==> src/rtl/dbgwin_pkg.sv <==
package dbgwin_pkg;
    parameter int WordW = 32;
    parameter int CntW  = 32;
    parameter int VW    = 128;
    parameter int KeyW  = 256;
    parameter int RecW  = 448;
    localparam int Words = RecW / WordW;
    localparam int PtrW  = $clog2(Words);
    localparam int PadW  = RecW - (CntW + VW + KeyW + 2);

    typedef enum logic [1:0] {
        S_HEAD = 2'd0,
        S_BODY = 2'd1,
        S_TAIL = 2'd2
    } walk_state_e;
endpackage

==> src/rtl/dbgwin_cfg.sv <==
module dbgwin_cfg #(
    parameter int IdxW = 4
) (
    input  logic            clk_i,
    input  logic            rst_ni,
    input  logic            idx_we_i,
    input  logic            lock_we_i,
    input  logic [IdxW-1:0] idx_wdata_i,
    input  logic            lock_wdata_i,
    output logic [IdxW-1:0] idx_o,
    output logic            idx_taken_o,
    output logic            unlocked_o
);
    logic [IdxW-1:0] idx_q;
    logic            unlocked_q;

    assign idx_taken_o = idx_we_i && unlocked_q;

    always_ff @(posedge clk_i or negedge rst_ni) begin
        if (!rst_ni) begin
            idx_q      <= '0;
            unlocked_q <= 1'b1;
        end else begin
            if (idx_taken_o) idx_q <= idx_wdata_i;
            if (lock_we_i && lock_wdata_i) unlocked_q <= 1'b0;
        end
    end

    assign idx_o      = idx_q;
    assign unlocked_o = unlocked_q;

    // the lock never reopens without reset
    p_lock_sticky_r9: assert property (@(posedge clk_i) disable iff (!rst_ni)
        !unlocked_q |=> !unlocked_q);
    // index frozen while locked
    p_idx_frozen_r10: assert property (@(posedge clk_i) disable iff (!rst_ni)
        !unlocked_q |=> $stable(idx_q));
endmodule

==> src/rtl/dbgwin_walker.sv <==
module dbgwin_walker
    import dbgwin_pkg::*;
(
    input  logic            clk_i,
    input  logic            rst_ni,
    input  logic            rd_i,
    input  logic            clr_i,
    output logic [PtrW-1:0] ptr_o
);
    walk_state_e     state_q, state_d;
    logic [PtrW-1:0] ptr_q, ptr_d;

    always_ff @(posedge clk_i or negedge rst_ni) begin
        if (!rst_ni) begin
            state_q <= S_HEAD;
            ptr_q   <= '0;
        end else begin
            state_q <= state_d;
            ptr_q   <= ptr_d;
        end
    end

    always_comb begin
        state_d = state_q;
        if (clr_i) begin
            state_d = S_HEAD;
        end else if (rd_i) begin
            unique case (state_q)
                S_HEAD:  state_d = S_BODY;
                S_BODY:  state_d = (ptr_q == PtrW'(Words - 2)) ? S_TAIL : S_BODY;
                S_TAIL:  state_d = S_HEAD;
                default: state_d = S_HEAD;
            endcase
        end
    end

    always_comb begin
        ptr_d = ptr_q;
        if (clr_i) begin
            ptr_d = '0;
        end else if (rd_i) begin
            ptr_d = (state_q == S_TAIL) ? '0 : ptr_q + 1'b1;
        end
    end

    assign ptr_o = ptr_q;

    // no strobe, no movement
    p_hold_r4: assert property (@(posedge clk_i) disable iff (!rst_ni)
        (!rd_i && !clr_i) |=> $stable(ptr_q));
    // wrap after the last word
    p_wrap_r5: assert property (@(posedge clk_i) disable iff (!rst_ni)
        (rd_i && !clr_i && ptr_q == PtrW'(Words - 1)) |=> (ptr_q == '0));
    // accepted index write restarts the walk
    p_restart_r6: assert property (@(posedge clk_i) disable iff (!rst_ni)
        clr_i |=> (ptr_q == '0 && state_q == S_HEAD));
    // pointer stays inside the record
    p_ptr_range_r2: assert property (@(posedge clk_i) disable iff (!rst_ni)
        ptr_q < PtrW'(Words));
endmodule

==> src/rtl/dbgwin_rec_mux.sv <==
module dbgwin_rec_mux
    import dbgwin_pkg::*;
#(
    parameter int NumInst = 3,
    parameter int IdxW    = 4
) (
    input  logic [NumInst*CntW-1:0] cnt_i,
    input  logic [NumInst*VW-1:0]   v_i,
    input  logic [NumInst*KeyW-1:0] key_i,
    input  logic [NumInst-1:0]      active_i,
    input  logic [NumInst-1:0]      fips_i,
    input  logic [IdxW-1:0]         idx_i,
    input  logic [PtrW-1:0]         ptr_i,
    input  logic                    dbg_en_i,
    output logic [WordW-1:0]        word_o
);
    logic [RecW-1:0] rec [NumInst];
    logic [RecW-1:0] sel_rec;

    for (genvar i = 0; i < NumInst; i++) begin : g_rec
        assign rec[i] = {{PadW{1'b0}}, fips_i[i], active_i[i],
                         key_i[i*KeyW +: KeyW], v_i[i*VW +: VW], cnt_i[i*CntW +: CntW]};
    end

    always_comb begin
        sel_rec = '0;
        for (int i = 0; i < NumInst; i++) begin
            if (idx_i == IdxW'(i)) sel_rec = rec[i];
        end
    end

    assign word_o = dbg_en_i ? sel_rec[int'(ptr_i)*WordW +: WordW] : '0;
endmodule

==> src/rtl/dbgwin_readout.sv <==
module dbgwin_readout
    import dbgwin_pkg::*;
#(
    parameter int NumHwInst = 2,
    parameter int IdxW      = 4
) (
    input  logic                                clk_i,
    input  logic                                rst_ni,
    input  logic                                dbg_en_i,
    input  logic                                idx_we_i,
    input  logic                                lock_we_i,
    input  logic [31:0]                         wdata_i,
    input  logic                                rd_stb_i,
    input  logic [(NumHwInst+1)*CntW-1:0]       inst_cnt_i,
    input  logic [(NumHwInst+1)*VW-1:0]         inst_v_i,
    input  logic [(NumHwInst+1)*KeyW-1:0]       inst_key_i,
    input  logic [NumHwInst:0]                  inst_active_i,
    input  logic [NumHwInst:0]                  inst_fips_i,
    output logic [31:0]                         rdata_o,
    output logic                                unlocked_o
);
    localparam int NumInst = NumHwInst + 1;

    logic [IdxW-1:0] idx;
    logic            idx_taken;
    logic [PtrW-1:0] ptr;
    logic            unused_wdata;

    assign unused_wdata = ^wdata_i[31:IdxW];

    dbgwin_cfg #(.IdxW(IdxW)) u_cfg (
        .clk_i        (clk_i),
        .rst_ni       (rst_ni),
        .idx_we_i     (idx_we_i),
        .lock_we_i    (lock_we_i),
        .idx_wdata_i  (wdata_i[IdxW-1:0]),
        .lock_wdata_i (wdata_i[0]),
        .idx_o        (idx),
        .idx_taken_o  (idx_taken),
        .unlocked_o   (unlocked_o)
    );

    dbgwin_walker u_walk (
        .clk_i  (clk_i),
        .rst_ni (rst_ni),
        .rd_i   (rd_stb_i),
        .clr_i  (idx_taken),
        .ptr_o  (ptr)
    );

    dbgwin_rec_mux #(.NumInst(NumInst), .IdxW(IdxW)) u_mux (
        .cnt_i    (inst_cnt_i),
        .v_i      (inst_v_i),
        .key_i    (inst_key_i),
        .active_i (inst_active_i),
        .fips_i   (inst_fips_i),
        .idx_i    (idx),
        .ptr_i    (ptr),
        .dbg_en_i (dbg_en_i),
        .word_o   (rdata_o)
    );

    // closed window reads zero
    p_zero_dbg_r8: assert property (@(posedge clk_i) disable iff (!rst_ni)
        !dbg_en_i |-> (rdata_o == '0));
    // no instance behind the index reads zero
    p_zero_oor_r7: assert property (@(posedge clk_i) disable iff (!rst_ni)
        (int'(idx) >= NumInst) |-> (rdata_o == '0));
    // a write while locked leaves the walk where it was
    p_locked_walk_r10: assert property (@(posedge clk_i) disable iff (!rst_ni)
        (!unlocked_o && idx_we_i && !rd_stb_i) |=> $stable(ptr));
endmodule

==> config.mk <==
export PLATFORM = sky130hd
export DESIGN_NAME = dbgwin_readout
export DESIGN_NICKNAME = d
export VERILOG_FILES = /design/src/rtl/dbgwin_pkg.sv /design/src/rtl/dbgwin_cfg.sv /design/src/rtl/dbgwin_walker.sv /design/src/rtl/dbgwin_rec_mux.sv /design/src/rtl/dbgwin_readout.sv
export SDC_FILE = /design/constraint.sdc
export NUM_CORES = 1
export LEC_CHECK = 0
export ABC_AREA = 1
export BUFFER_PORTS_ARGS = -buffer_cell sky130_fd_sc_hd__buf_4
export CAP_MARGIN = 20
export CORE_AREA = 3 3 511 513
export CTS_CLUSTER_DIAMETER = 200
export DETAILED_ROUTE_END_ITERATION = 6
export DIE_AREA = 0 0 514 516
export PLACE_DENSITY = 0.3
export SLEW_MARGIN = 30
export SYNTH_ARGS = -nofsm -noshare
export SYNTH_HDL_FRONTEND = slang
export SYNTH_SLANG_ARGS = --single-unit
==> constraint.sdc <==
create_clock -name clk_i -period 2.1 [get_ports clk_i]
set_input_delay 0.315 -clock clk_i [delete_from_list [all_inputs] [get_ports clk_i]]
set_output_delay 0.315 -clock clk_i [all_outputs]
set_load 0.05 [all_outputs]
# Yosys cells after proc, flatten, opt, wreduce, memory -nomap -nowiden
# Index checks and enable logic that the tools add are counted.
[word_totals]
elab_cells = 27
in_bits = 1292
out_inout_bits = 33
reg_bits = 11
[op_classes]
n_addsub = 1
eq_ne = 5
n_reduce_logical = 5
shifts = 1
n_mux = 11
[op_table]
columns = ["operator", "n"]
rows = [
  ["2-to-1 mux 418 bit", 3],
  ["variable part select 448 x 10 -> 32 bit", 1],
  ["2-to-1 mux 32 bit", 1],
  ["2-to-1 mux 4 bit", 3],
  ["2-to-1 mux 2 bit", 3],
  ["adder 4 x 1 -> 4 bit (second input constant)", 1],
  ["== test 4 x 1 -> 1 bit (second input constant)", 1],
  ["== test 4 x 2 -> 1 bit (second input constant)", 1],
  ["== test 4 bit (second input constant)", 1],
  ["zero test 4 bit", 1],
  ["one-hot mux 2 bit (2 select lines)", 1],
  ["== test 2 x 1 -> 1 bit (second input constant)", 1],
  ["== test 2 bit (second input constant)", 1],
  ["logical AND 1 bit", 2],
  ["zero test 2 bit", 1],
  ["nonzero test 2 bit", 1],
]

# Logic depth before layout (Yosys ltp)
# Gate-level depths: netlist (run 1).
[logic_depth]
word_depth = 6
mapped_depth = 14
mapped_depth_nobuf = 13

# Cells and area by module
# Synthesis (run 1) repeated with hierarchy kept, for this count alone.
[hier_totals]
cells_unflattened = 3235
area_unflattened_um2 = 14530.2
[modules_own_cells]
columns = ["mod", "seq_area_each_um2", "area_each_um2", "instances", "cells_per_inst"]
rows = [
  ["dbgwin_rec_mux", 0.0, 14000.9, 1, 3173],
  ["dbgwin_walker", 150.1, 335.3, 1, 42],
  ["dbgwin_cfg", 126.4, 193.9, 1, 20],
]

# Least setup slack after synthesis (run 1)
# Ideal clock, no wire load.
[synth_path]
path_type = "register to output"
startpoint = "reg u_walk.ptr_q[1] (netlist: u_walk.ptr_o[1])"
endpoint = "out rdata_o[15]"
path_stages_with_launch = 10
arrival_time_ps = 2226
t_required_ps = 1785
setup_slack_ps = -441
n_path_buf = 2
path_cell_list = "dfrtp_1 -> buf_2 -> nor2_4 -> clkinv_1 -> nor2_1 -> clkbuf_1 -> a31oi_1 -> nand2_1 -> nand2_1 -> nor2_1"
[synth_between]
elab_chain_len = 2
[synth_lines]
columns = ["element", "line", "rtl"]
rows = [
  ["start: declaration", "dbgwin_walker.sv:11", "logic [PtrW-1:0] ptr_q, ptr_d;"],
  ["start signal: assignment", "dbgwin_walker.sv:19", "ptr_q <= ptr_d;"],
  ["variable part select 448 x 10 -> 32 bit", "dbgwin_rec_mux.sv:32", "assign word_o = dbg_en_i ? sel_rec[int'(ptr_i)*WordW +: WordW] : '0;"],
  ["2-to-1 mux 32 bit", "dbgwin_rec_mux.sv:32", ""],
  ["end: declaration", "dbgwin_readout.sv:19", "output logic [31:0] rdata_o,"],
]
# Every way passes these cells.

# Worst setup path in the final report (run 1)
[layout_path]
startpoint = "reg u_cfg.idx_q[3] (netlist: u_cfg.idx_o[3])"
endpoint = "out rdata_o[24]"
[layout_between]
elab_chain_len = 6
word_cells_on_any_way = 8
classes_between = "eq/ne (2); shift (1); mux (4); reduce/logical (1)"
[layout_lines]
columns = ["element", "line", "rtl"]
rows = [
  ["start: declaration", "dbgwin_cfg.sv:14", "logic [IdxW-1:0] idx_q;"],
  ["start signal: assignment", "dbgwin_cfg.sv:24", "if (idx_taken_o) idx_q <= idx_wdata_i;"],
  ["zero test 4 bit", "dbgwin_rec_mux.sv:28", "if (idx_i == IdxW'(i)) sel_rec = rec[i];"],
  ["2-to-1 mux 418 bit (2 in series)", "dbgwin_rec_mux.sv:28", ""],
  ["2-to-1 mux 418 bit (*)", "dbgwin_rec_mux.sv:28", ""],
  ["variable part select 448 x 10 -> 32 bit (*)", "dbgwin_rec_mux.sv:32", ""],
  ["2-to-1 mux 32 bit (*)", "dbgwin_rec_mux.sv:32", ""],
]
# Mark *: on every way between the ends. The rest lies on a longest branch, timed or not.

==> results of run 1 <==
[per-layer routing]
layer	wire length, um	part of all wire	GRT usage	vias to the layer above
met2	134000	0.51	0.343	1422
met4	4500	0.017	0.0247	72
li1	-	-	-	13893
met5	505	0.0019	0	-
met1	104000	0.40	0.216	14232
met3	18300	0.070	0.0464	297
[cell type report]
| type | count | area [um^2] |
|---|---|---|
| antenna | 29 | 72.6 |
| clock buffer | 4 | 78.8 |
| inverter | 225 | 905 |
| sequential | 11 | 292 |
| timing repair buffer | 1981 | 18700 |
| fill | 30014 | 217000 |
| tap | 3384 | 4230 |
| multi-input combinational | 2677 | 15000 |
[logic make-up after synthesis]
kind of cell / after synthesis
and+or+nand+nor: 2449
buffers and inverters: 515
AOI/OAI and AO/OA: 224
DFF: 11
xor gates and xnor gates: 2
adders and majority gates: 2
[registers in the layout, summed over array words and instances (netlist names)]
| name | flops |
|---|---|
| u_cfg.idx_o | 4 |
| u_walk.ptr_o | 4 |
| u_walk.state_q | 2 |
| u_cfg.unlocked_o | 1 |
[stage by stage]
stage / setup slack, ps / instance area (um^2) / std cells
6_report: -1030 / 39300 / 8311
3_3_place_gp: -2090 / 32900 / 8110
5_1_grt: -1120 / 39300 / 8299
4_1_cts: -1090 / 36800 / 8210
3_5_place_dp: -1700 / 32900 / 8111
2_1_floorplan: -12.0 / 14500 / 3203
[report_power, final]
part | switching, mW | total [mW] | internal [mW]
clock | 0.117 | 0.375 | 0.257
combinational | 13.7 | 22.6 | 8.94
sequential | 0.107 | 0.368 | 0.261
total | 13.9 | 23.3 | 9.46
[what timing repair did]
item | in CTS | in global routing
setup endpoints to repair | 32 | 32
setup buffers | 94 | 67
hold endpoints to repair | 10 | 0
cloned | 20 | 24
resized for setup | 610 | 376
pin swaps | 121 | 165
hold buffers | 1 | 0
[worst paths after layout]
check	from	to	slack, ps	cells after the start
hold reg to reg	u_cfg.unlocked_o	u_cfg.unlocked_o	490	1
setup reg to reg	u_walk.ptr_o[1]	u_walk.state_q[0]	140	8
setup / recovery	u_cfg.idx_o[3]	rdata_o[24]	-1030	13
min in group asynchronous	rst_ni	u_walk.state_q[1]	470	2
max in group asynchronous	rst_ni	u_cfg.unlocked_o	1390	2
hold / removal	lock_we_i	u_cfg.unlocked_o	220	2
[cell usage after synthesis (all sizes together)]
cell type / n
o21ai: 29
nand2: 1355
nand4: 77
nand3: 845
clkinv: 1
buf: 137
o211ai: 27
dfstp: 1
xor2: 1
a31oi: 43
inv: 224
a21oi: 117
or2: 41
clkbuf: 153
ha: 2
a21boi: 1
dfrtp: 10
xnor2: 1
nor2: 129
o22ai: 7
nor3: 2
==> insert_results.sql, run 1 <==
INSERT INTO impl_metrics (metric_group, metric, value, unit) VALUES
('layout', 'areaGrowthSynthToFinish', '177', '%'),
('global_routing', 'antenna_found_initial', '146', ''),
('layout', 'mostFrequentLayoutCell', 'sky130_fd_sc_hd__buf_4', ''),
('pwr', 'report.power.total', '23.3', 'mW'),
('timing', 'max_freq', '0.320', 'GHz'),
('synth', 'top_area_cells_in_the_synthesized_netlist', 'sky130_fd_sc_hd__nand2_1 (36%), sky130_fd_sc_hd__nand3_1 (30%), sky130_fd_sc_hd__inv_1 (5.8%)', ''),
('synth', 'synth_largest_type_area_fraction', '0.358', ''),
('outcome', 'outcome', 'finished, violations left', ''),
('timing', 'finalWorstPathRequiredPeriod', '3130', 'ps'),
('job', 'drv_cap', '0', ''),
('floorplanning', 'chipWidth', '514', 'um'),
('timing', 'fin_crit_sh', '1.49', ''),
('route', 'routed_via_density', '3.60', ''),
('floorplanning', 'design.die.area', '265000', 'um^2'),
('floorplanning', 'core-area', '257000', 'um^2'),
('floorplanning', 'rows', '186', ''),
('synth', 'ys_seq_area_frac', '0.0195', ''),
('clock_tree', 'htree_num_levels', '1', ''),
('synth', 'synth_area_leader_cell', 'sky130_fd_sc_hd__nand2_1', ''),
('timing', 'finClkSkew', '4.73', 'ps'),
('timing', 'setup-violations-final', '32', ''),
('hold_path', 'timing.hold.worst.class', 'input pin to register', ''),
('setup_path', 'worst_path_largest_cell_delay', '390', 'ps'),
('timing', 'report.final.hold_viol_count', '0', ''),
('synth', 'yosys_register_bits', '11', ''),
('synth', 'synth-compound-area-share', '0.0882', ''),
('clock_tree', 'cts_buffers', '3', ''),
('synth', 'main_combinational_cell_family_by_area_after_synthesis', 'simple AND/OR/NAND/NOR gates', ''),
('pwr', 'power.density', '594', 'nW/um^2'),
('global_routing', 'global_route.overflow_total', '0', ''),
('synth', 'post_synth_xor_area_fraction', '0.00123', ''),
('timing', 'drv_slew', '0', ''),
('route', 'ant_nets', '0', ''),
('placed_design', 'count_of_buffers_inserted_at_the_top_level_ports', '1296', ''),
('global_routing', 'grt_pass1_wl', '321', 'mm'),
('placed_design', 'finalWeightedCongestion', '0.887', ''),
('timing', 'final_critical_path_setup_slack', '-1030', 'ps'),
('setup_path', 'startpoint_type', 'register', ''),
('setup_path', 'critPathRequiredTime', '1780', 'ps'),
('pwr', 'static-leakage-power', '18.2', 'nW'),
('synth', 'synth.area.mux_share', '0', ''),
('placed_design', 'dpl.hpwl', '224', 'mm'),
('floorplanning', 'initial_utilization', '0.0554', ''),
('outcome', 'violations_in_the_final_reports', 'negative setup slack', ''),
('setup_path', 'critical_path_arrival', '2810', 'ps'),
('synth', 'avg_synthesized_cell_area', '4.44', 'um^2'),
('clock_tree', 'clk_latency', '250', 'ps'),
('timing', 'setup_tns', '-29760', 'ps'),
('synth', 'syn_area', '14200', 'um^2'),
('layout', 'most_frequent_cells_in_the_layout', 'sky130_fd_sc_hd__buf_4 (1626), sky130_fd_sc_hd__nand2_1 (1118), sky130_fd_sc_hd__nand3_1 (694)', ''),
('floorplanning', 'die_h', '516', 'um'),
('layout', 'proportion_of_layout_cells_with_a_drive_suffix_above_1', '0.528', ''),
('synth', 'synth_fa_ha_area_frac', '0.00176', ''),
('setup_path', 'worst_path_max_delay_cell', 'sky130_fd_sc_hd__dfrtp_1', ''),
('synth', 'synth-simple-area-share', '0.744', ''),
('setup_path', 'critical_path.cell_chain', 'buf_6, nor2_4, buf_12, buf_4, nand2_8, buf_12, buf_4, or2_2, a31oi_1, nand2_1, nand2_2, nor2_4, buf_12', ''),
('timing', 'setup_repair_after_global_routing_missed_its_margin', 'true', ''),
('synth', 'synth_nets', '4497', ''),
('clock_tree', 'cts_buffer_depth', '2', ''),
('route', 'drtPass1Iterations', '6', ''),
('synth', 'synthDistinctLibCells', '27', ''),
('setup_path', 'critical_path_class', 'register to output pin', ''),
('timing', 'finalHoldWorstSlack', '220', 'ps'),
('layout', 'postLayoutCoreUtil', '0.153', ''),
('clock_tree', 'cts_sinks', '11', ''),
('synth', 'syn-instance-count', '3203', ''),
('floorplanning', 'io-pin-count', '1325', ''),
('setup_path', 'timing.critical_path.mode_cell', 'sky130_fd_sc_hd__buf_12', ''),
('setup_path', 'critical_path.n_buffers_inverters', '6', ''),
('pwr', 'worst_ir_drop_vdd', '0.000536', 'V'),
('global_routing', 'grt.total_usage', '0.184', '');
Power figures use the tool's default switching activity.
==> run 2, diff against run 1 <==
- ABC_AREA: 1 -> default
- CORE_AREA: 3 3 511 513 -> 3 3 515 517
- DIE_AREA: 0 0 514 516 -> 0 0 518 520
==> run 2 against run 1 <==
Net effect:
- the flow still finishes with violations (negative setup slack)
- register-to-register slack worse by 260 ps
- clock skew up 10 ps
- die area up 1.6%
- total power down 7.7%
- final area down 16%
- sequential power down 3%
- synthesized cell count down 58%
- setup slack worse by 110 ps
- global-route usage down 1.2 points
- sequential share of layout area up 0.17 points
- combinational power down 8%
- critical endpoint is now rdata_o[15]
==> insert_results.sql, run 2 <==
INSERT INTO impl_metrics (metric_group, metric, value, unit) VALUES
('outcome', 'outcome', 'finished, violations left', ''),
('outcome', 'violations_in_the_final_reports', 'negative setup slack', ''),
('synth', 'synth_area_leader_cell', 'sky130_fd_sc_hd__mux4_2', ''),
('clock_tree', 'cts_root_buf', 'sky130_fd_sc_hd__clkbuf_16', ''),
('synth', 'synthDistinctLibCells', '76', ''),
('global_routing', 'antenna_found_initial', '266', ''),
('synth', 'synth_largest_type_area_fraction', '0.275', ''),
('route', 'route.vias.total', '21570', ''),
('synth', 'ys_seq_area_frac', '0.0233', ''),
('floorplanning', 'core-area', '262000', 'um^2'),
('clock_tree', 'clk_latency', '270', 'ps'),
('route', 'drtPass1Iterations', '6', ''),
('synth', 'synth_nets', '2654', ''),
('placed_design', 'count_of_buffers_inserted_at_the_top_level_ports', '1296', ''),
('floorplanning', 'design.die.area', '269000', 'um^2'),
('global_routing', 'grt_util_met1', '0.189', ''),
('setup_path', 'worstSetupEndpoint', 'rdata_o[15]', ''),
('synth', 'avg_synthesized_cell_area', '8.72', 'um^2'),
('setup_path', 'critical_path_arrival', '2920', 'ps'),
('pwr', 'static-leakage-power', '13.8', 'nW'),
('timing', 'finalWorstPathRequiredPeriod', '3240', 'ps'),
('timing', 'report.final.hold_viol_count', '0', ''),
('global_routing', 'grt_pass1_wl', '293', 'mm'),
('synth', 'ys_warn_count', '0', ''),
('global_routing', 'grt.met2_usage', '0.305', ''),
('floorplanning', 'chipWidth', '518', 'um'),
('route', 'routed_wire_length_per_instance', '37.7', 'um'),
('synth', 'ys_async_sr_fraction', '1.00', ''),
('setup_path', 'ff_to_ff_path_depth', '12', ''),
('synth', 'syn_area', '11900', 'um^2'),
('timing', 'relSlewSlack', '0.565', ''),
('layout', 'final_nets', '4308', ''),
('setup_path', 'endpoint_kind', 'output pin', ''),
('timing', 'finClkSkew', '15.2', 'ps'),
('route', 'drt_initial_violations', '1477', ''),
('route', 'post-route-drc-count', '0', ''),
('route', 'routed_via_density', '3.29', ''),
('global_routing', 'first_global_vias', '22285', ''),
('setup_path', 'critical_path.reg2reg.startpoint', 'u_walk.ptr_o[0]', ''),
('timing', 'max_freq', '0.309', 'GHz'),
('setup_path', 'crit_path_from', 'u_walk.ptr_o[0]', ''),
('setup_path', 'critPathRequiredTime', '1780', 'ps'),
('floorplanning', 'rows', '188', ''),
('layout', 'areaGrowthSynthToFinish', '178', '%'),
('timing', 'timing_worst_slew_pin_value', '646', 'ps'),
('setup_path', 'crit_path_max_fanout', '5', ''),
('synth', 'yosys_register_bits', '11', ''),
('route', 'ant_nets', '0', ''),
('global_routing', 'grt_max_degree', '61', ''),
('layout', 'num-fill-cells', '30236', ''),
('floorplanning', 'io-pin-count', '1325', ''),
('setup_path', 'critical_path_class', 'register to output pin', ''),
('synth', 'yosys.cell_count.top_type', 'sky130_fd_sc_hd__mux2i_1', ''),
('layout', 'proportion_of_layout_cells_with_a_drive_suffix_above_1', '0.754', ''),
('global_routing', 'gr-usage-met3', '0.0895', ''),
('placed_design', 'finalWeightedCongestion', '0.911', ''),
('timing', 'final_critical_path_setup_slack', '-1140', 'ps'),
('timing', 'setup-violations-final', '33', ''),
('timing', 'drv_slew', '0', ''),
('timing', 'fin_crit_sh', '1.54', ''),
('global_routing', 'grt.total_usage', '0.173', ''),
('floorplanning', 'die_h', '520', 'um'),
('clock_tree', 'cts_buffers', '3', ''),
('layout', 'most_frequent_cells_in_the_layout', 'sky130_fd_sc_hd__buf_4 (1615), sky130_fd_sc_hd__mux4_2 (145), sky130_fd_sc_hd__mux2i_1 (133)', ''),
('placed_design', 'dpl.hpwl', '224', 'mm'),
('layout', 'mostFrequentLayoutCell', 'sky130_fd_sc_hd__buf_4', ''),
('global_routing', 'global_route.overflow_total', '0', ''),
('global_routing', 'grt.busiest_layer', 'met2', ''),
('setup_path', 'startpoint_type', 'register', ''),
('route', 'drt-total-wl', '248', 'mm'),
('timing', 'setup_repair_after_global_routing_missed_its_margin', 'true', ''),
('clock_tree', 'cts_buffer_depth', '2', ''),
('synth', 'synth_cell_count_leaders', 'sky130_fd_sc_hd__mux2i_1 (148), sky130_fd_sc_hd__mux4_2 (145), sky130_fd_sc_hd__a21oi_1 (100)', ''),
('synth', 'synth-edff-count', '0', ''),
('clock_tree', 'htree_num_levels', '1', ''),
('clock_tree', 'clkSlewWorstSetupHoldPaths', '70', 'ps'),
('clock_tree', 'tritoncts_clock_tree', 'yes', ''),
('floorplanning', 'initial_utilization', '0.0453', ''),
('synth', 'synth_top_flop_cell', 'sky130_fd_sc_hd__dfrtp_1', ''),
('pwr', 'power.density', '654', 'nW/um^2'),
('pwr', 'worst_ir_drop_vdd', '0.000333', 'V'),
('hold_path', 'timing.hold.worst.class', 'input pin to register', ''),
('synth', 'syn-instance-count', '1360', ''),
('pwr', 'report.power.total', '21.5', 'mW'),
('synth', 'top_area_cells_in_the_synthesized_netlist', 'sky130_fd_sc_hd__mux4_2 (28%), sky130_fd_sc_hd__mux2i_1 (12%), sky130_fd_sc_hd__a21oi_1 (4.2%)', ''),
('job', 'drv_cap', '0', ''),
('setup_path', 'regToRegSetupSlack', '-120', 'ps'),
('timing', 'setup_tns', '-32740', 'ps'),
('clock_tree', 'cts_sinks', '11', ''),
('setup_path', 'crit-reg2reg-capture', 'u_walk.state_q[1]', '');
[run 2: cell count changes after synthesis, sizes merged, moves of 94 or more]
| cell | change |
|---|---|
| nand2 | -1280 |
| nand3 | -815 |
| inv | -211 |
| mux2i | +148 |
| mux4 | +145 |
| clkbuf | -100 |
| nor3 | +94 |
[run 2: worst min-delay path by stage]
stage	startpoint	to	slack, ps	cells after the start
global route	lock_we_i	u_cfg.unlocked_o	240	2
finish	lock_we_i	u_cfg.unlocked_o	220	2
CTS	wdata_i[0]	u_cfg.unlocked_o	210	2
floorplan	rst_ni	u_cfg.idx_o[0]	20	0
detailed placement	rst_ni	u_cfg.idx_o[1]	230	1
global placement	rst_ni	u_cfg.idx_o[1]	230	1
[run 2: per-stage QoR]
step | setup WS, ps | std cells | utilization | cell area (um^2) | hold slack [ps]
2_1_floorplan | -354 | 1360 | - | 12500 | 19.4
3_3_place_gp | -1390 | 6418 | 0.114 | 29900 | 229
3_5_place_dp | -1370 | 6418 | 0.114 | 29900 | 233
4_1_cts | -1230 | 6477 | 0.121 | 31700 | 209
5_1_grt | -1190 | 6546 | 0.126 | 32900 | 238
6_report | -1140 | 6566 | 0.126 | 32900 | 220
[run 2: timing repair]
item / in CTS / in global routing
endpoints found under the setup margin: 35 / 34
setup buffers: 57 / 59
pin swaps: 55 / 75
endpoints found under the hold margin: 10 / 0
gates cloned: 3 / 9
hold buffers: 1 / 0
resized for setup: 264 / 143
[run 2: cell families after synthesis]
logic type               Yosys count  synth area share
AO/OA/AOI/OAI                    486             0.304
adder cells (fa/ha/maj)            2           0.00211
buffers and inverters            191            0.0859
flip-flops                        11            0.0233
multiplexers                     337             0.442
AND/OR/NAND/NOR                  333             0.143
[run 2: worst max-delay path: stages (launching register included)]
cell	delay, ps
sky130_fd_sc_hd__dfrtp_4	520
sky130_fd_sc_hd__buf_12	170
sky130_fd_sc_hd__buf_12	140
sky130_fd_sc_hd__buf_6	110
sky130_fd_sc_hd__mux4_2	500
sky130_fd_sc_hd__nand2_4	140
sky130_fd_sc_hd__a21oi_4	90
sky130_fd_sc_hd__buf_12	120
sky130_fd_sc_hd__a2111o_1	480
sky130_fd_sc_hd__o311a_4	200
sky130_fd_sc_hd__buf_12	150
[run 2: power breakdown]
part	internal, mW	switching, mW
clock	0.260	0.169
sequential	0.266	0.0908
combinational	9.57	11.2
[run 2: final cells by class]
class | instances | area, um^2 | area share
clock buffer | 4 | 78.8 | 0.00239
tap | 3515 | 4400 | 0.133
inverter | 15 | 72.6 | 0.00220
multi-input combinational | 1158 | 12200 | 0.369
timing repair buffer | 1825 | 15800 | 0.481
sequential | 11 | 299 | 0.00908
antenna | 38 | 95.1 | 0.00289
[run 2: layer usage]
| metal | wire length, um | up-vias |
|---|---|---|
| met1 | 92300 | 10412 |
| met4 | 4650 | 202 |
| li1 | - | 9060 |
| met2 | 120000 | 1459 |
| met3 | 29300 | 437 |
| met5 | 1310 | - |
==> run 3, diff against run 2 <==
==> constraint.sdc (replaced) <==
create_clock -name clk_i -period 2.1 [get_ports clk_i]
set_input_delay 0.105 -clock clk_i [delete_from_list [all_inputs] [get_ports clk_i]]
set_output_delay 0.105 -clock clk_i [all_outputs]
set_load 0.05 [all_outputs]
==> run 3 against run 2 <==
Net effect:
- the run still ends with negative setup slack left
- register-to-register slack improved by 190 ps
- total power is 6.0% higher
- combinational power rose by 6%
- critical path depth is 2 higher
- largest cell class unchanged
==> insert_results.sql, run 3 (same netlist as run 2, synthesis figures left out) <==
INSERT INTO impl_metrics (metric_group, metric, value, unit) VALUES
('global_routing', 'gr-usage-met3', '0.0750', ''),
('setup_path', 'regToRegSetupSlack', '70', 'ps'),
('clock_tree', 'clk_latency', '280', 'ps'),
('global_routing', 'antenna_found_initial', '232', ''),
('layout', 'mostFrequentLayoutCell', 'sky130_fd_sc_hd__buf_4', ''),
('clock_tree', 'clkSlewWorstSetupHoldPaths', '80', 'ps'),
('timing', 'max_freq', '0.320', 'GHz'),
('route', 'drt_initial_violations', '1143', ''),
('floorplanning', 'initial_utilization', '0.0453', ''),
('global_routing', 'first_global_vias', '22505', ''),
('layout', 'most_frequent_cells_in_the_layout', 'sky130_fd_sc_hd__buf_4 (1596), sky130_fd_sc_hd__mux4_2 (145), sky130_fd_sc_hd__mux2i_1 (131)', ''),
('outcome', 'outcome', 'finished, violations left', ''),
('timing', 'final_critical_path_setup_slack', '-1030', 'ps'),
('floorplanning', 'design.die.area', '269000', 'um^2'),
('hold_path', 'timing.hold.worst.class', 'input pin to register', ''),
('pwr', 'report.power.total', '22.8', 'mW'),
('timing', 'fin_crit_sh', '1.49', ''),
('pwr', 'static-leakage-power', '13.8', 'nW'),
('global_routing', 'grt_util_met1', '0.192', ''),
('setup_path', 'critical_path_class', 'register to output pin', ''),
('setup_path', 'critical_path.reg2reg.startpoint', 'u_walk.ptr_o[0]', ''),
('timing', 'finClkSkew', '17.0', 'ps'),
('route', 'drt-total-wl', '241', 'mm'),
('pwr', 'worst_ir_drop_vdd', '0.000418', 'V'),
('clock_tree', 'cts_buffers', '3', ''),
('placed_design', 'finalWeightedCongestion', '0.931', ''),
('timing', 'drv_slew', '0', ''),
('job', 'drv_cap', '0', ''),
('floorplanning', 'die_h', '520', 'um'),
('route', 'post-route-drc-count', '0', ''),
('setup_path', 'endpoint_kind', 'output pin', ''),
('clock_tree', 'cts_root_buf', 'sky130_fd_sc_hd__clkbuf_16', ''),
('global_routing', 'grt.busiest_layer', 'met2', ''),
('layout', 'postLayoutCoreUtil', '0.126', ''),
('route', 'routed_wire_length_per_instance', '36.8', 'um'),
('setup_path', 'critical_path_arrival', '3020', 'ps'),
('timing', 'relSlewSlack', '0.570', ''),
('hold_path', 'min_to', 'u_cfg.unlocked_o', ''),
('timing', 'finalWorstPathRequiredPeriod', '3130', 'ps'),
('layout', 'proportion_of_layout_cells_with_a_drive_suffix_above_1', '0.742', ''),
('clock_tree', 'cts_sinks', '11', ''),
('outcome', 'violations_in_the_final_reports', 'negative setup slack', ''),
('hold_path', 'hold_path_start', 'lock_we_i', ''),
('global_routing', 'grt_max_degree', '35', ''),
('hold_path', 'whs_path_depth', '2', ''),
('setup_path', 'ff_to_ff_path_depth', '12', ''),
('setup_path', 'crit_path_max_fanout', '7', ''),
('global_routing', 'grt_pass1_wl', '288', 'mm'),
('setup_path', 'startpoint_type', 'register', ''),
('placed_design', 'dpl.cell_count', '6431', ''),
('global_routing', 'grt.met2_usage', '0.298', ''),
('setup_path', 'critPathRequiredTime', '2000', 'ps'),
('global_routing', 'grt.total_usage', '0.169', ''),
('clock_tree', 'cts_buffer_depth', '2', ''),
('floorplanning', 'chipWidth', '518', 'um'),
('floorplanning', 'core-area', '262000', 'um^2'),
('timing', 'report.final.hold_viol_count', '0', ''),
('timing', 'setup-violations-final', '32', ''),
('floorplanning', 'io-pin-count', '1325', ''),
('route', 'routed_via_density', '3.24', ''),
('layout', 'final_nets', '4295', ''),
('pwr', 'power.density', '696', 'nW/um^2'),
('clock_tree', 'tritoncts_clock_tree', 'yes', ''),
('timing', 'setup_repair_after_global_routing_missed_its_margin', 'true', ''),
('timing', 'timing_worst_slew_pin_value', '640', 'ps'),
('placed_design', 'count_of_buffers_inserted_at_the_top_level_ports', '1296', ''),
('placed_design', 'dpl.hpwl', '219', 'mm'),
('global_routing', 'global_route.overflow_total', '0', ''),
('layout', 'areaGrowthSynthToFinish', '177', '%'),
('route', 'drtPass1Iterations', '5', ''),
('setup_path', 'crit-reg2reg-capture', 'u_walk.state_q[1]', ''),
('floorplanning', 'rows', '188', ''),
('clock_tree', 'htree_num_levels', '1', ''),
('route', 'ant_nets', '0', ''),
('route', 'route.vias.total', '21223', ''),
('layout', 'final-instance-count-excl-fill', '6551', '');
run 3: changes by cell type in the layout (fill, tap and decap cells not counted), sizes merged:
cell and delta:
clkbuf -6, diode -2, buf -9, dlygate4sd3 +1
bufbuf +1
run 3: through the flow:
| step | TNS (ps) | hold slack [ps] | cell area (um^2) | setup WS, ps |
|---|---|---|---|---|
| after floorplan | -825 | -191 | 12100 | -141 |
| after global placement | -29600 | 21.6 | 29800 | -1800 |
| after detailed placement | -29460 | 26.2 | 29800 | -1460 |
| after CTS | -30500 | 9.52 | 31800 | -1060 |
| after global routing | -30440 | 8.57 | 32800 | -1050 |
| final | -28390 | 6.50 | 32800 | -1030 |
run 3: metal layers:
| metal | wire length, um | share of wire |
|---|---|---|
| met4 | 4440 | 0.018 |
| met3 | 24400 | 0.10 |
| met1 | 93500 | 0.39 |
| met5 | 1360 | 0.0056 |
| met2 | 117000 | 0.49 |
run 3: critical path, stage by stage (launching register included):
cell and delay (ps):
sky130_fd_sc_hd__dfrtp_2 440, sky130_fd_sc_hd__buf_12 150, sky130_fd_sc_hd__buf_6 110, sky130_fd_sc_hd__nor4b_4 470
sky130_fd_sc_hd__buf_12 200, sky130_fd_sc_hd__buf_12 140, sky130_fd_sc_hd__buf_12 130, sky130_fd_sc_hd__nand2_4 50
sky130_fd_sc_hd__o211ai_1 110, sky130_fd_sc_hd__o211ai_1 130, sky130_fd_sc_hd__buf_4 190, sky130_fd_sc_hd__a31oi_4 380
sky130_fd_sc_hd__buf_12 210
run 3: power by group:
part           switching [mW]  internal (mW)  total [mW]
sequential             0.0735          0.261       0.335
clock                   0.200          0.261       0.461
combinational            11.9           10.2        22.0
total                    12.1           10.7        22.8
run 3: layout make-up:
type / count / area, um^2
antenna: 36 / 90.1
clock buffer: 4 / 78.8
fill: 30368 / 229000
inverter: 15 / 68.8
multi-input combinational: 1158 / 12000
sequential: 11 / 297
tap: 3515 / 4400
timing repair buffer: 1812 / 15900
run 3: worst max path at each step:
stage	slack, ps	depth (start not counted)	to	startpoint
after floorplan	-140	8	rdata_o[29]	u_cfg.idx_o[2]
after global placement	-1800	10	rdata_o[0]	u_walk.ptr_o[0]
after detailed placement	-1460	10	rdata_o[0]	u_walk.ptr_o[0]
after CTS	-1060	12	rdata_o[26]	u_cfg.idx_o[1]
after global routing	-1050	12	rdata_o[26]	u_cfg.idx_o[1]
final	-1030	12	rdata_o[26]	u_cfg.idx_o[3]
run 3: what timing repair did:
| action | 4_1_cts | 5_1_grt |
|---|---|---|
| pin swaps | 56 | 63 |
| endpoints found under the setup margin | 36 | 34 |
| endpoints found under the hold margin | 12 | 0 |
| gates resized for setup | 270 | 130 |
| gates cloned | 7 | 6 |
| hold buffers | 2 | 0 |
| setup buffers | 47 | 38 |
